### config.mk
export PLATFORM = sky130hd
export DESIGN_NAME = wdog_core
export DESIGN_NICKNAME = d
export VERILOG_FILES = /design/src/rtl/wdog_pkg.sv /design/src/rtl/wdog_regs.sv /design/src/rtl/wdog_countdown.sv /design/src/rtl/wdog_action.sv /design/src/rtl/wdog_core.sv
export SDC_FILE = /design/constraint.sdc
export NUM_CORES = 1
export LEC_CHECK = 0
export BUFFER_PORTS_ARGS = -buffer_cell sky130_fd_sc_hd__buf_4
export CORE_AREA = 2 2 70 72
export DETAILED_ROUTE_END_ITERATION = 10
export DIE_AREA = 0 0 72 74
export HOLD_SLACK_MARGIN = 0.03
export PLACE_DENSITY = 0.62
export SLEW_MARGIN = 20
export SYNTH_ARGS = -nofsm -noshare
export SYNTH_HDL_FRONTEND = slang
export SYNTH_SLANG_ARGS = --single-unit
### constraint.sdc
create_clock -name clk -period 1.7 [get_ports clk]
set_clock_uncertainty 0.1 [all_clocks]
set_input_delay 0.34 -clock clk [delete_from_list [all_inputs] [get_ports clk]]
set_output_delay 0.34 -clock clk [all_outputs]
set_load 0.02 [all_outputs]
### src/rtl/wdog_pkg.sv
package wdog_pkg;
  localparam int unsigned WD_DATA_W = 8;
  localparam int unsigned WD_RES_W  = 2;
  localparam int unsigned WD_MULT_W = 5;
  // largest shift is 2*(2^RES_W - 1)
  localparam int unsigned WD_CNT_W  = WD_MULT_W + 2 * ((1 << WD_RES_W) - 1);

  localparam int unsigned WD_STEER_BIT = WD_RES_W + WD_MULT_W;
  localparam int unsigned WD_FLAG_BIT  = 7;
  localparam int unsigned WD_AUX_BIT   = 6;

  localparam int unsigned WD_ADR_CFG   = 0;
  localparam int unsigned WD_ADR_FLAGS = 1;
  localparam int unsigned WD_ADR_AUX   = 2;

  typedef logic [WD_CNT_W-1:0]  wd_count_t;
  typedef logic [WD_DATA_W-1:0] wd_byte_t;

  // multiplier scaled by four to the power of the resolution
  function automatic wd_count_t wd_timeout(input wd_byte_t setting);
    logic [WD_MULT_W-1:0] mult;
    logic [WD_RES_W-1:0]  res;
    mult = setting[WD_RES_W +: WD_MULT_W];
    res  = setting[WD_RES_W-1:0];
    return wd_count_t'(mult) << (2 * res);
  endfunction
endpackage

### src/rtl/wdog_regs.sv
module wdog_regs
  import wdog_pkg::*;
#(
  parameter int unsigned ADDR_W = 2
) (
  input  logic              clk,
  input  logic              rst_n,
  input  logic [ADDR_W-1:0] bus_addr,
  input  logic              bus_wr,
  input  logic              bus_rd,
  input  wd_byte_t          bus_wdata,
  input  logic              flag,
  input  logic              wipe,
  output wd_byte_t          cfg,
  output logic              aux,
  output logic              cfg_wr,
  output logic              reload,
  output wd_count_t         reload_val,
  output wd_byte_t          bus_rdata
);
  logic sel_cfg, sel_flags, sel_aux;
  logic flags_rd, aux_wr;

  assign sel_cfg   = (bus_addr == ADDR_W'(WD_ADR_CFG));
  assign sel_flags = (bus_addr == ADDR_W'(WD_ADR_FLAGS));
  assign sel_aux   = (bus_addr == ADDR_W'(WD_ADR_AUX));

  assign cfg_wr   = bus_wr && sel_cfg;
  assign aux_wr   = bus_wr && sel_aux;
  assign flags_rd = bus_rd && sel_flags;

  assign reload     = cfg_wr || flags_rd;
  assign reload_val = wd_timeout(cfg_wr ? bus_wdata : cfg);

  always_ff @(posedge clk or negedge rst_n) begin
    if (!rst_n) begin
      cfg <= '0;
      aux <= 1'b0;
    end else if (wipe) begin
      cfg <= '0;
      aux <= 1'b0;
    end else begin
      if (cfg_wr) cfg <= bus_wdata;
      if (aux_wr) aux <= bus_wdata[WD_AUX_BIT];
    end
  end

  always_comb begin
    bus_rdata = '0;
    if (sel_cfg)   bus_rdata = cfg;
    if (sel_flags) bus_rdata[WD_FLAG_BIT] = flag;
    if (sel_aux)   bus_rdata[WD_AUX_BIT] = aux;
  end

  // a written setting is held next cycle
  a_r2_cfg_stored: assert property (@(posedge clk) disable iff (!rst_n)
    cfg_wr |=> cfg == $past(bus_wdata));
  // reset-steered expiry wipes setting and aux bit
  a_r7_wipe_clears: assert property (@(posedge clk) disable iff (!rst_n)
    wipe |=> (cfg == '0) && !aux);
endmodule

### src/rtl/wdog_countdown.sv
module wdog_countdown
  import wdog_pkg::*;
(
  input  logic      clk,
  input  logic      rst_n,
  input  logic      tick,
  input  logic      load,
  input  wd_count_t load_val,
  output wd_count_t count,
  output logic      expire
);
  always_ff @(posedge clk or negedge rst_n) begin
    if (!rst_n)                    count <= '0;
    else if (load)                 count <= load_val;
    else if (tick && count != '0)  count <= count - 1'b1;
  end

  // restart wins over the final tick
  assign expire = tick && !load && (count == wd_count_t'(1));

  // one step per tick
  a_r4_step: assert property (@(posedge clk) disable iff (!rst_n)
    (tick && !load && count != '0) |=> count == wd_count_t'($past(count) - 1'b1));
  // an idle count stays idle until reloaded
  a_r8_idle_holds: assert property (@(posedge clk) disable iff (!rst_n)
    (!load && count == '0) |=> count == '0);
  // a restart always loads the full value
  a_r9_load_wins: assert property (@(posedge clk) disable iff (!rst_n)
    load |=> count == $past(load_val));
endmodule

### src/rtl/wdog_action.sv
module wdog_action (
  input  logic clk,
  input  logic rst_n,
  input  logic expire,
  input  logic steer,
  input  logic clear_flag,
  output logic flag,
  output logic irq_pulse,
  output logic rst_req,
  output logic wipe
);
  assign wipe = expire && steer;

  always_ff @(posedge clk or negedge rst_n) begin
    if (!rst_n) begin
      flag      <= 1'b0;
      irq_pulse <= 1'b0;
      rst_req   <= 1'b0;
    end else begin
      irq_pulse <= expire && !steer;
      rst_req   <= wipe;
      if (clear_flag)  flag <= 1'b0;
      else if (expire) flag <= 1'b1;
    end
  end

  // expiry raises the flag
  a_r5_flag_on_expire: assert property (@(posedge clk) disable iff (!rst_n)
    expire |=> flag);
  // setting write drops the flag
  a_r2_write_clears_flag: assert property (@(posedge clk) disable iff (!rst_n)
    clear_flag |=> !flag);
  // interrupt lasts one cycle
  a_r6_irq_single: assert property (@(posedge clk) disable iff (!rst_n)
    irq_pulse |=> !irq_pulse);
  // reset request lasts one cycle
  a_r7_rst_single: assert property (@(posedge clk) disable iff (!rst_n)
    rst_req |=> !rst_req);
  // the two actions never overlap
  a_r6_exclusive: assert property (@(posedge clk) disable iff (!rst_n)
    !(irq_pulse && rst_req));
endmodule

### src/rtl/wdog_core.sv
module wdog_core
  import wdog_pkg::*;
#(
  parameter int unsigned ADDR_W = 2
) (
  input  logic              clk,
  input  logic              rst_n,
  input  logic              tick_16hz,
  input  logic [ADDR_W-1:0] bus_addr,
  input  logic              bus_wr,
  input  logic              bus_rd,
  input  logic [7:0]        bus_wdata,
  output logic [7:0]        bus_rdata,
  output logic              irq_pulse,
  output logic              rst_req,
  output logic              wd_flag
);
  wd_byte_t  cfg;
  logic      aux;
  logic      cfg_wr, reload, expire, wipe;
  wd_count_t reload_val, count;

  wdog_regs #(.ADDR_W(ADDR_W)) u_regs (
    .clk, .rst_n, .bus_addr, .bus_wr, .bus_rd, .bus_wdata,
    .flag(wd_flag), .wipe, .cfg, .aux, .cfg_wr, .reload,
    .reload_val, .bus_rdata
  );

  wdog_countdown u_count (
    .clk, .rst_n, .tick(tick_16hz), .load(reload), .load_val(reload_val),
    .count, .expire
  );

  wdog_action u_action (
    .clk, .rst_n, .expire, .steer(cfg[WD_STEER_BIT]), .clear_flag(cfg_wr),
    .flag(wd_flag), .irq_pulse, .rst_req, .wipe
  );

  // when the reset request is out, the setting is already wiped
  a_r7_rst_cfg_zero: assert property (@(posedge clk) disable iff (!rst_n)
    rst_req |-> (cfg == '0) && !aux && (count == '0));
  // a zero multiplier never raises an action
  a_r8_no_action_when_off: assert property (@(posedge clk) disable iff (!rst_n)
    (cfg[WD_STEER_BIT-1:WD_RES_W] == '0 && !reload) |=> !irq_pulse && !rst_req);
endmodule

Yosys cells after proc, flatten, opt, wreduce, memory -nomap -nowiden
Cells that the tools add are included.

word-level totals
  input port bits = 15
  logic and storage cells = 40
  bits in latches = 0
  output and inout bits = 11
  RAM bits = 0
  memories kept = 0
  bits in read-only memories = 0
  flip-flop bits (word level) = 23

operators by class
  mux-type cells = 11
  div/mod/pow operators = 0
  equality and inequality tests = 3
  $add $sub $neg = 1
  reduce and logical (&&, ||, !) cells = 17
  shift-type cells = 1
  bitwise operators = 0
  $mul = 0
  magnitude comparators = 0

operators with widths
  cell                     count
  $mux W8                  3
  $mux W11                 2
  $eq A11 B1 Y1 const B    1
  $reduce_bool A11 Y1      1
  $shl A5 B3 Y11           1
  $sub A11 B1 Y11 const B  1
  $logic_and A1 B1 Y1      8
  $reduce_bool A2 Y1       4
  $mux W1                  6
  $eq A2 B1 Y1 const B     1
  $eq A2 B2 Y1 const B     1
  $logic_not A1 Y1         2
  $logic_not A2 Y1         1
  $logic_or A1 B1 Y1       1

Depth between registers and ports, before layout
Gate-level depths: netlist of run 1.

  word-level depth = 8
  depth in mapped cells = 8
  mapped depth without buffers = 6

By module
Synthesis of run 1 repeated with hierarchy kept, for this count alone.

unflattened totals
  cells, all modules = 190
  area, all modules = 1615.3 µm²

by module, submodules not included
  module          instances  sequential area each (µm²)  cells an instance  area each (µm²)
  wdog_regs       1          225.2                       102                790.8
  wdog_countdown  1          275.3                       82                 723.2
  wdog_action     1          75.1                        6                  101.3

Worst setup path after synthesis of run 1
No wires, ideal clock.

  kind = reg-to-reg
  from = reg u_count.count[7]
  to = reg u_count.count[4]
  path buffers = 0
  required time = 1478 ps
  period minus slack after synthesis = 1801 ps
  arrival time = 1579 ps
  setup time = 122 ps
  stages on the path, launching flop included = 5
  setup slack = -101 ps
  cells stage by stage = dfrtp_1 > nor3_1 > a41oi_1 > or2_2 > a32o_1

on the way
  longest elaborated chain between the ends = 3

RTL lines
  item                          line                  RTL
  start, declared               wdog_countdown.sv:9   output wd_count_t count,
  start signal, assigned        wdog_countdown.sv:14  else if (load) count <= load_val;
  start signal, assigned        wdog_countdown.sv:15  else if (tick && count != '0) count <= count - 1'b1;
  $reduce_bool A11 Y1           wdog_countdown.sv:15
  $logic_and A1 B1 Y1           wdog_countdown.sv:15
  $reduce_bool A2 Y1 (no line)  --

No other way between the ends.
A chain may end at the register's enable or synchronous reset.

Worst setup path after layout of run 1
  from = reg u_count.count[4]
  to = reg u_count.count[9]

on the way
  longest elaborated chain between the ends = 3
  elaborated cells on any way between the ends = 6
  those cells by class = add/sub (1); mux (2); reduce/logical (3)

RTL lines
  item                                                           line
  $sub A11 B1 Y11 / $reduce_bool A11 Y1 (equally long branches)  wdog_countdown.sv:15
  $mux W11 / $logic_and A1 B1 Y1 (equally long branches)         wdog_countdown.sv:15
  $mux W11 / $reduce_bool A2 Y1 (equally long branches)          --

Parallel ways exist; a longest one is shown, timed or not. The select of a mux whose other input is x is not followed.

==> metrics.md, run 1 <==
| Metric | Value |
|---|---|
| Status | finished with violations |
| Failing checks | setup timing |
| FF-to-FF path depth | 7 |
| Worst Setup SP | u_count.count[4] |
| Nets | between 200 and 300 |
| RSZ-0062 raised after global routing | yes |
| Antenna fix cells | 0 |
| Rows | 25 |
| Largest area contributor in the netlist | dfrtp_1 |
| Main synth FF type | dfrtp_1 |
| Switching portion of total power | around 40% |
| Comb pwr share | between 50% and 60% |
| Mapped Cells | between 150 and 200 |
| Worst-skew pair later-pin latency | between 200 and 300 ps |
| Max-slew violation count | 0 |
| Asr flop ratio synth | 100% |
| GP Congestion | between 0.8 and 0.9 |
| Sw Pwr | 1.12 mW |
| Yosys warns | 0 |
| Internal power | between 1.5 and 2 mW |
| CTS Sinks | 23 |
| Die Height | around 74 um |
| CTS tree | yes |
| End-of-flow core utilization | 51.1% |
| Final setup fails | 5 |
| Worst R2R Start | u_count.count[4] |
| Min cycle time layout | 1740 ps |
| Routed via count | 1584 |
| CP Launch Type | register |
| Global route overflow | 0 |
| Area of the die | between 0.005 and 0.006 sq mm |
| Pwr dens | roughly 1200 mW/mm^2 |
| Final wirelength | approximately 4700 um |
| CTS H-Tree Depth | 1 |
| Worst hold path endpoint | u_regs.cfg[7] |
| Worst-case clock buffer depth | 2 |
| Synth unique cells | 44 |
| 1st-pass router iterations | 4 |
| Share of layout cells above drive strength 1 | between 40% and 50% |
| Post-route ant nets | 0 |
| WP data required | about 1800 ps |
| Clk pwr share | 12.8% |
| Initial antenna violation count | 0 |
| R2R Setup Slk | -40 ps |
| CP endpoint kind | register |
| Arr. time, crit path | approximately 1900 ps |
| Root Buffer | clkbuf_8 |
| Vias in the first global route | around 1600 |
| Synth top cells by count | nand2_1 (31), dfrtp_1 (23), a21oi_1 (16), nor2_1 (16), mux2i_1 (13) |
| Number of flops mapped to enable cells by yosys | 0 |
| Placed cell count | 288 |
| Max-Cap Viols | 0 |
| Final hold vios | 0 |
| Avg Inst Size Synth | a little under 9 sq um |
| Hold path depth | 3 |
| Die W | between 70 and 80 um |
| Layout area overhead | 52.5% |
| CTS Buf Count | 3 |
| Crit share post-route | 102% |
| Finished Layout Cells | 301 |
| Worst slack at placement | -190 ps |
| PnR worst setup slack | -40.7 ps |
| Largest net degree at the start of global routing | 24 |
| I/O pin count | 26 |
| Post-Syn Area | 0.00154 sq mm |
| Fin Setup TNS | -110 ps |
| VDD IR max | around 0.00047 V |
| Most frequent cell after synthesis | nand2_1 |
| Iter 0 DRT Violations | 138 |
| Fillcell total | around 440 |
| WL/cell | between 15 and 20 um |
| Post-DP HPWL | around 3300 um |
| Worst-margin pin slew | ~360 ps |
| Syn_nets | ~200 |
| Critical path type | register to register |
| R2r endpoint | u_count.count[9] |
| First-pass GRT wire length | 7540 um |
| CP max FO | 4 |
| Sequential-to-total area share from yosys stat | between 30% and 40% |
| Initial Utilization | between 30% and 40% |
| Leakage power | approximately 1.1 nW |
| Gr usage total | a little under a fifth |
| Vias per cell | roughly 5.3 |
| Synth top area share | between 30 and 40% |
| Yosys reg bits | 23 |
| Port buffer count | 25 |
| Area contributors post-synth | dfrtp_1 (37%), mux2i_1 (8.4%), nand2_1 (7.6%) |
| Worst hold start | bus_wdata[7] |
| Reg power frac | about a third |
| HP Class | primary input to register |
| Max_slew headroom | roughly 76% |
| DRC | 0 |
| Core Area | between 0.004 and 0.005 sq mm |
| Clock transition at the registers of the reported paths | approximately 90 ps |
| Fmax achieved | 0.574 GHz |
stage by stage:
step / total power [mW] / instance area, sq um / hold WS [ps]
5_1_grt: 3.01 / 2350 / 237
3_3_place_gp: 2.00 / 2030 / 155
6_report: 2.80 / 2350 / 205
2_1_floorplan: 1.48 / 1560 / -55.6
4_1_cts: 2.52 / 2160 / 209
3_5_place_dp: 2.02 / 2030 / 162
layout make-up:
cell class              count  area (sq um)  area share, %
multi-input cells         141          1060           45.2
clock buffers               4          45.0           1.92
well taps                  54          67.6           2.88
inverters                   6          22.5          0.959
repair buffers             73           577           24.6
flip-flops and latches     23           576           24.5
critical path, cell delays in order (launching register included):
cell     delay, ps
dfrtp_1        440
nor4_4         330
buf_4          170
and3_4         210
buf_4          110
a21o_1         100
a32oi_1         90
nor2_1         120
cells by family after synthesis:
kind of cell    synth area share (%)
fa+ha+maj                       1.62
flops                           37.4
simple gates                    25.9
buf+inv                         5.69
mux                             9.91
compound gates                  19.5
timing repair:
action | in CTS | in global routing
setup buffers | 3 | 4
resized for setup | 13 | 37
endpoints found under the setup margin | 8 | 24
hold endpoints to repair | 23 | 0
pin swaps | 4 | 16
cloned | 0 | 1
hold buffers | 1 | 0
power groups by stage:
stage / combinational [mW] / clock [mW] / sequential [mW]
after detailed placement: 1.17 / 0 / 0.851
final: 1.56 / 0.359 / 0.879
after floorplan: 0.645 / 0 / 0.838
after global placement: 1.15 / 0 / 0.852
after CTS: 1.30 / 0.366 / 0.856
after global routing: 1.71 / 0.393 / 0.902
worst max-delay path by stage:
stage | end | slack, ps
6_report | u_count.count[9] | -40
5_1_grt | u_count.count[5] | -150
4_1_cts | u_count.count[5] | -40
3_5_place_dp | u_count.count[6] | -190
3_3_place_gp | u_count.count[6] | -160
2_1_floorplan | u_count.count[4] | -60
per-layer routing:
layer | wire length [um] | global-route usage, % | vias up
met3 | 196 | 2.30 | 8
met2 | 2410 | 31.0 | 40
li1 | - | - | 778
met1 | 1970 | 23.4 | 758
met4 | 80 | 7.13 | 0
met5 | 0 | 0 | -
cell usage in the layout, fill, tap and decap left out, drive strengths merged, types with 3 or more instances in the layout:
master,n
o21ai,7
nand2,31
a21o,4
nand3,3
dfrtp,23
buf,72
and2,7
clkbuf,4
inv,6
nor3b,5
nand3b,3
a21oi,17
mux2i,14
nor2,16
a22oi,4
state kept, by name (all words and copies together) (netlist names):
register,cells
u_action.flag,1
u_action.irq_pulse,1
u_action.rst_req,1
u_count.count,11
u_regs.aux,1
u_regs.cfg,8
Power figures use the tool's default switching activity.
==> inputs of run 2 (changes only) <==
--- a/config.mk
+++ b/config.mk
@@ -13,2 +13,3 @@
 export PLACE_DENSITY = 0.62
+export SKIP_LAST_GASP = 1
 export SLEW_MARGIN = 20
==> constraint.sdc (replaced) <==
create_clock -name clk -period 1.7 [get_ports clk]
set_clock_uncertainty 0.1 [all_clocks]
set_input_delay 0 -clock clk [delete_from_list [all_inputs] [get_ports clk]]
set_output_delay 0 -clock clk [all_outputs]
set_load 0.02 [all_outputs]
==> run 2 against run 1 <==
The flow now finishes without violations. Largest power group unchanged. Sequential share of layout area rose by 2.3 points. Power down 11%. Die area unchanged. Non-clock buffer count fell by 11. Clock power about the same. Register-to-register slack gained 50 ps. Maximum frequency rose by 2.9%. First-iteration DRC count decreased by 41%. Sequential power decreased by 2%. Flip-flop and latch count did not move. Cell count fell by 3.7%. Via count is 2.7% lower.
==> metrics.md, run 2 (synthesis gave the netlist of run 1 again) <==
| Metric | Value |
|---|---|
| Register area | ~580 sq um |
| Die Height | 74 um |
| Vias per cell | ~5.3 |
| Largest net degree at the start of global routing | 24 |
| Min cycle time layout | about 1700 ps |
| Max reg flops | 11 |
| WL/cell | between 10 and 15 um |
| Most frequent cells in the layout | buf_4 (51), nand2_1 (31), dfrtp_1 (22), nor2_1 (15) |
| I/O pin count | 26 |
| CP endpoint kind | register |
| Worst-case clock buffer depth | 2 |
| Root Buffer | clkbuf_8 |
| Port buffer count | 25 |
| Rows | 25 |
| CTS Buf Count | 3 |
| Layout area overhead | 39.7% |
| Antenna fix cells | 0 |
| RSZ-0062 raised after global routing | yes |
| Max-Cap Viols | 0 |
| Share of layout cells above drive strength 1 | 30.9% |
| CP Launch Type | register |
| Status | finished clean |
| Slowest CP cell | dfrtp_1 |
| Final setup fails | 0 |
| Final Cell Area | roughly 0.0022 sq mm |
| Crit share post-route | ~100% |
| DRC | 0 |
| Multi-input gate area | about 950 sq um |
| 1st-pass router iterations | 4 |
| Max_slew headroom | about three quarters |
| GP Congestion | between 0.9 and 1 |
| CTS Sinks | 23 |
| Initial Utilization | between 30% and 40% |
| Core Area | ~0.0046 sq mm |
| CTS tree | yes |
| VDD IR max | 0.000387 V |
| Routed via count | between 1500 and 2000 |
| Fin Setup TNS | 0 ps |
| Crit-path max cell delay | between 400 and 500 ps |
| HP Class | primary input to register |
| CTS H-Tree Depth | 1 |
| Critical path type | register to register |
| Pwr Total | roughly 2.5 mW |
| CP cell instances | nor4_4 -> a41oi_2 -> or2_4 -> a32o_1 |
| Max-slew violation count | 0 |
| CP max FO | 5 |
| Vias in the first global route | approximately 1400 |
| Iter 0 DRT Violations | 82 |
| First-pass GRT wire length | around 7000 um |
| Gr usage total | around 17% |
| Area of the die | ~0.0053 sq mm |
| Fillcell total | roughly 450 |
| Die W | slightly above 70 um |
| Post-DP HPWL | approximately 3200 um |
| Global route overflow | 0 |
| Post-route ant nets | 0 |
| WP data required | ~1800 ps |
| Clock transition at the registers of the reported paths | approximately 90 ps |
| Commonest non-fill, non-tap cell in the layout | buf_4 |
| Biggest registers after layout | u_count.count x11, u_regs.cfg x8 |
| Arr. time, crit path | between 1500 and 2000 ps |
| Pwr dens | about 1200 mW/mm^2 |
| Worst-skew pair later-pin latency | 280 ps |
| Fmax achieved | about 0.59 GHz |
| Nets | around 250 |
| Hold_ws | roughly 32 ps |
| Post-CTS Setup Inserts | 0 |
| Biggest register | u_count.count |
| Initial antenna violation count | 0 |
| Final hold vios | 0 |
| Final wirelength | between 4000 and 5000 um |
| Worst-margin pin slew | around 400 ps |
| Post-DP Area | around 0.002 sq mm |
| Leakage power | just over 1 nW |
## run 2: worst max-delay path, delay by kind of cell, from the launching register on
family,cells,cell delay [ps]
AOI/OAI and AO/OA,2,420
DFF,1,410
and+or+nand+nor,2,660
## run 2: what timing repair did
| action | 4_1_cts | 5_1_grt |
|---|---|---|
| gates resized for setup | 4 | 9 |
| gates cloned | 0 | 0 |
| endpoints found under the setup margin | 4 | 22 |
| hold buffers | 11 | 0 |
| hold endpoints to repair | 33 | 0 |
| pin swaps | 1 | 2 |
## run 2: final timing paths
kind	startpoint	to	slack, ps	cells past startpoint
min reg2reg	u_regs.cfg[7]	u_action.irq_pulse	390	1
max	u_count.count[4]	u_count.count[4]	8	4
min in group asynchronous	rst_n	u_count.count[10]	40	2
min	bus_addr[0]	u_regs.aux	30	4
max in group asynchronous	rst_n	u_regs.cfg[0]	1210	2
max reg2reg	u_count.count[4]	u_count.count[4]	8	4
## run 2: routing by layer
| metal | vias to the layer above | routed length (um) | GRT usage [%] |
|---|---|---|---|
| met5 | - | 0 | 0 |
| met4 | 0 | 120 | 7.97 |
| met3 | 9 | 152 | 1.76 |
| met2 | 33 | 2140 | 28.4 |
| met1 | 744 | 1920 | 22.7 |
| li1 | 755 | - | - |
## run 2: per-stage QoR
stage                     instances  util [%]  worst slack, ps
after floorplan                 178         -             23.4
after global placement          275      42.3             3.32
after detailed placement        275      42.3            -21.5
after CTS                       290      46.0            -16.9
after global routing            290      46.8            -56.8
final                           290      46.8             8.49
## run 2: layout make-up
cell class                 instances  area share [%]
multi-input combinational        141            44.0
clock buffer                       3            1.92
tap                               54            3.14
inverter                           6            1.05
clock inverter                     1           0.233
sequential                        23            26.8
timing repair buffer              62            22.9
## run 2: report_power, final
| part | total [mW] | internal (mW) | switching, mW |
|---|---|---|---|
| Clock | 0.362 | 0.165 | 0.197 |
| Combinational | 1.27 | 0.649 | 0.622 |
| Sequential | 0.865 | 0.704 | 0.161 |
